[config.mk]
export PLATFORM = sky130hd
export DESIGN_NAME = clkout_ctrl
export DESIGN_NICKNAME = d
export VERILOG_FILES = /design/src/rtl/clkout_pkg.sv /design/src/rtl/clkout_div.sv /design/src/rtl/clkout_sel.sv /design/src/rtl/clkout_ctrl.sv
export SDC_FILE = /design/constraint.sdc
export NUM_CORES = 1
export LEC_CHECK = 0
export BUFFER_PORTS_ARGS = -buffer_cell sky130_fd_sc_hd__buf_2
export CAP_MARGIN = 10
export CORE_MARGIN = 5
export CORE_UTILIZATION = 54
export DETAILED_ROUTE_END_ITERATION = 12
export PLACE_DENSITY = 0.86
export SYNTH_ARGS = -nofsm -noshare
export SYNTH_HDL_FRONTEND = slang
export SYNTH_SLANG_ARGS = --single-unit
export TNS_END_PERCENT = 20
[constraint.sdc]
create_clock -name clk_i -period 1.77 [get_ports clk_i]
set_input_delay 0.0885 -clock clk_i [delete_from_list [all_inputs] [get_ports clk_i]]
set_output_delay 0.0885 -clock clk_i [all_outputs]
set_load 0.02 [all_outputs]
[src/rtl/clkout_pkg.sv]
package clkout_pkg;
  typedef enum logic [1:0] {
    SEL_FAST = 2'b00,
    SEL_MID  = 2'b01,
    SEL_SLOW = 2'b10,
    SEL_OFF  = 2'b11
  } fsel_e;
endpackage

[src/rtl/clkout_div.sv]
module clkout_div #(
  parameter int CNT_W   = 16,
  parameter int MID_TAP = 5
) (
  input  logic clk_i,
  input  logic rst_ni,
  input  logic stop_i,
  output logic tap_fast_o,
  output logic tap_mid_o,
  output logic tap_slow_o
);
  localparam int HOLD_LO = MID_TAP + 1;
  localparam int HI_W    = CNT_W - HOLD_LO;

  logic [HOLD_LO-1:0] lo_q;
  logic [HI_W-1:0]    hi_q;

  // lower stages always run
  always_ff @(posedge clk_i or negedge rst_ni) begin
    if (!rst_ni) lo_q <= '0;
    else         lo_q <= lo_q + 1'b1;
  end

  // upper stages advance on carry, frozen by stop
  always_ff @(posedge clk_i or negedge rst_ni) begin
    if (!rst_ni)                   hi_q <= '0;
    else if (&lo_q && !stop_i)     hi_q <= hi_q + 1'b1;
  end

  assign tap_fast_o = lo_q[0];
  assign tap_mid_o  = lo_q[MID_TAP];
  assign tap_slow_o = hi_q[HI_W-1];

  p_fast_toggle_r1: assert property (@(posedge clk_i) disable iff (!rst_ni)
    1'b1 |=> tap_fast_o != $past(tap_fast_o));
  p_hold_upper_r7: assert property (@(posedge clk_i) disable iff (!rst_ni)
    stop_i |=> $stable(hi_q));
endmodule

[src/rtl/clkout_sel.sv]
module clkout_sel
  import clkout_pkg::*;
(
  input  logic  clk_i,
  input  logic  rst_ni,
  input  logic  tap_fast_i,
  input  logic  tap_mid_i,
  input  logic  tap_slow_i,
  input  logic  stop_i,
  input  logic  low_i,
  input  fsel_e req_sel_i,
  output fsel_e act_sel_o,
  output logic  out_o
);
  fsel_e act_q;
  logic  out_q;
  logic  src_cur, src_new, swap;

  function automatic logic pick(fsel_e s, logic f, logic m, logic sl, logic st);
    case (s)
      SEL_FAST: pick = f;
      SEL_MID:  pick = m;
      SEL_SLOW: pick = sl & ~st;
      default:  pick = 1'b0;
    endcase
  endfunction

  assign src_cur = pick(act_q,     tap_fast_i, tap_mid_i, tap_slow_i, stop_i);
  assign src_new = pick(req_sel_i, tap_fast_i, tap_mid_i, tap_slow_i, stop_i);
  assign swap    = (act_q != req_sel_i) && !src_cur && !src_new;

  always_ff @(posedge clk_i or negedge rst_ni) begin
    if (!rst_ni) begin
      act_q <= SEL_FAST;
      out_q <= 1'b0;
    end else begin
      if (swap) act_q <= req_sel_i;
      out_q <= !low_i && !swap && src_cur;
    end
  end

  assign act_sel_o = act_q;
  assign out_o     = out_q;

  p_swap_low_r9: assert property (@(posedge clk_i) disable iff (!rst_ni)
    !$stable(act_q) |-> !out_q);
  p_low_quiet_r8: assert property (@(posedge clk_i) disable iff (!rst_ni)
    low_i |=> !out_q);
endmodule

[src/rtl/clkout_ctrl.sv]
module clkout_ctrl
  import clkout_pkg::*;
#(
  parameter int CNT_W   = 16,
  parameter int MID_TAP = 5
) (
  input  logic       clk_i,
  input  logic       rst_ni,
  input  logic       sel_we_i,
  input  logic [1:0] sel_wdata_i,
  input  logic       stop_we_i,
  input  logic       stop_wdata_i,
  input  logic       low_supply_i,
  output logic [1:0] sel_o,
  output logic       stop_o,
  output logic       clk_out_o,
  output logic       clk_oe_o
);
  fsel_e sel_q, act_sel;
  logic  stop_q;
  logic  t_fast, t_mid, t_slow;

  always_ff @(posedge clk_i or negedge rst_ni) begin
    if (!rst_ni) begin
      sel_q  <= SEL_FAST;
      stop_q <= 1'b0;
    end else begin
      if (sel_we_i)  sel_q  <= fsel_e'(sel_wdata_i);
      if (stop_we_i) stop_q <= stop_wdata_i;
    end
  end

  clkout_div #(.CNT_W(CNT_W), .MID_TAP(MID_TAP)) i_div (
    .clk_i      (clk_i),
    .rst_ni     (rst_ni),
    .stop_i     (stop_q),
    .tap_fast_o (t_fast),
    .tap_mid_o  (t_mid),
    .tap_slow_o (t_slow)
  );

  clkout_sel i_sel (
    .clk_i      (clk_i),
    .rst_ni     (rst_ni),
    .tap_fast_i (t_fast),
    .tap_mid_i  (t_mid),
    .tap_slow_i (t_slow),
    .stop_i     (stop_q),
    .low_i      (low_supply_i),
    .req_sel_i  (sel_q),
    .act_sel_o  (act_sel),
    .out_o      (clk_out_o)
  );

  assign clk_oe_o = !low_supply_i && (act_sel != SEL_OFF) &&
                    !(act_sel == SEL_SLOW && stop_q);
  assign sel_o    = sel_q;
  assign stop_o   = stop_q;

  p_low_hiz_r8: assert property (@(posedge clk_i) disable iff (!rst_ni)
    low_supply_i |-> !clk_oe_o);
  p_stop_slow_quiet_r6: assert property (@(posedge clk_i) disable iff (!rst_ni)
    (stop_q && $past(stop_q) && act_sel == SEL_SLOW && $past(act_sel) == SEL_SLOW)
    |-> !clk_out_o);
  p_off_quiet_r4: assert property (@(posedge clk_i) disable iff (!rst_ni)
    (act_sel == SEL_OFF && $past(act_sel) == SEL_OFF) |-> !clk_out_o);
endmodule

==> out/qor.csv <==
metric;value;unit
cts_resized;0;
rsz0062_at_grt;false;
synth_cell_types;25;
routedWlPerCell;14.1;um
synthArstFlopShare;100;%
port_buffers;12;
grt_pass1_vias;738;
final_core_util;68.8;%
fin_crit_sh;91.6;%
holdBufCountCts;7;
route.vias.total;742;
hp-class;in2async;
cts_buffer_depth;2;
yosysMostFrequentCell;dfrtp_1;
post_cts_buffers;0;
total_leakage_power;0.585;nW
gp_congestion;0.813;
relSlewSlack;67.8;%
power.total;0.000940;W
required;1980;ps
yosys_warnings;0;
outcome;completed;
path_class;reg2reg;
cts-root-buf;clkbuf_4;
insertion_delay;310;ps
ys_seq_area_share;54.9;%
synth_commonest_cells;dfrtp_1 (22), xor2_1 (9), inv_1 (6), o21ai_0 (5);
finalWirelength;1900;um
fin_area;0.00120;sq mm
placedInstanceArea;0.00109;sq mm
avgSynthCellArea;11.5;sq um
die_h;53.1;um
synth_ff_type;dfrtp_1;
antenna_found_initial;0;
syn_area;0.00100;sq mm
finalHoldViolCount;0;
cp_cell_sequence;ha_1 > nand4_4 > nor2_1 > mux2_2;
cts_buffers;3;
synthCells;87;
synth_edf_count;0;
synth_area_leaders;dfrtp_1 (55%), xor2_1 (7.9%), xnor2_1 (3.5%);
synth_top_area_share;54.9;%
finClkSkew;3.48;ps
worst-slew-pin-transition;482;ps
die_w;53.1;um
grtUsageTotal;16.1;%
ir_drop;0.000820;V
rows;15;
clkTransAtPathRegs;120;ps
vias_per_cell;5.50;
fmax;617;MHz
p_per_area;782;mW/mm^2
grt_overflow;0;
fin_crit;1620;ps
cpPeakStageDelay;460;ps
die_area;0.00282;sq mm
antenna_cells;0;
ys_seq_elements;22;
worst-endpoint-arrival;1830;ps
clock_sinks;22;
cpMaxStageDelayCell;dfrtp_1;
drt_first_pass_iters;4;
ant_nets;0;
setup_violations;0;
drive_gt1_share;18.2;%
start_util;57.5;%
tns;0;ps
nNetsFinal;121;
core-area;0.00175;sq mm
cts_tree;yes;
route.detailed.drc;0;
max_cap_violations;0;
grt_pass1_wl;3280;um
areaGrowthSynthToFinish;19.7;%
drt_first_iter_violations;15;
place_hpwl;1250;um
syn-num-nets;97;
synth_top_area_cell;dfrtp_1;
ioPinCount;13;
drv_slew;0;
crit_path_end_kind;flip-flop;
grt_max_degree;23;
crit_fanout;9;
startpoint_type;flip-flop;
htreeDepth;1;
[final cells by class]
| class | instances | area [sq um] |
|---|---|---|
| repair buffers | 19 | 130 |
| multi-input cells | 59 | 430 |
| inverters | 6 | 22.5 |
| clock buffers | 4 | 36.3 |
| fillers | 126 | 544 |
| flip-flops and latches | 22 | 551 |
| well taps | 25 | 31.3 |
[state kept, by name (all words and copies together), names as in the netlist]
register         cells
sel_o                2
i_sel.act_sel_o      2
i_sel.out_o          1
i_div.lo_q           6
stop_o               1
i_div.hi_q          10
[placed cells by master (no fill, tap or decap), drive strengths merged]
cell,instances
clkbuf,4
mux2i,1
o221ai,1
mux2,2
inv,6
nand4,3
a311oi,1
a41oi,1
o21a,2
o21ai,5
nand2,4
nor2,4
nor2b,1
ha,2
nor4,5
dlygate4sd3,7
nand4b,1
nand2b,4
nand4bb,1
buf,12
xor2,9
a21oi,1
dfrtp,22
xnor2,4
nand3,4
nor3,3
[where the power goes]
group | leakage (nW) | switching [W] | total [W] | internal (W)
Clock | 0.0210 | 0.000157 | 0.000283 | 0.000126
Combinational | 0.281 | 0.0000579 | 0.000114 | 0.0000562
Sequential | 0.283 | 0.0000231 | 0.000543 | 0.000520
[metrics by stage]
stage                     hold slack (ps)  instances  setup WS [ps]
after floorplan                      -207         87            321
after global placement               71.9        124            274
after detailed placement             76.4        124            173
after CTS                             264        135            151
after global routing                  283        135           54.1
final                                 244        135            149
[critical path, delay by kind of cell (launching register included)]
kind          cells  cell delay [ps]
fa+ha+maj         1              280
flops             1              460
mux               1              360
simple gates      2              410
[final timing paths]
| kind | end | slack [ps] | depth (start not counted) | startpoint |
|---|---|---|---|---|
| hold reg to reg | i_div.hi_q[6] | 490 | 1 | i_div.hi_q[6] |
| setup / recovery | i_div.hi_q[1] | 150 | 4 | i_div.lo_q[0] |
| max in group asynchronous | i_div.hi_q[4] | 1200 | 2 | rst_ni |
| setup reg to reg | i_div.hi_q[1] | 150 | 4 | i_div.lo_q[0] |
| hold / removal | i_sel.out_o | 240 | 2 | rst_ni |
| min in group clk_i | i_sel.out_o | 450 | 3 | low_supply_i |
[layer usage]
layer | share of wire (%) | GRT usage (%) | vias to the layer above
met5 | 0 | 0 | -
met4 | 0.84 | 5.96 | 0
met3 | 4.3 | 4.51 | 3
met2 | 50 | 26.4 | 24
met1 | 45 | 20.0 | 358
li1 | - | - | 357
[kinds of logic (layout without fill, tap and decap cells)]
kind of cell	Yosys count	count (layout)	synth area share, %
buf+inv	6	29	2.24
flops	22	22	54.9
xor+xnor	13	13	11.3
simple gates	30	30	18.7
fa+ha+maj	2	2	2.49
mux	3	3	3.24
compound gates	11	11	7.11
Note: power is estimated with default switching activity, not from simulation.
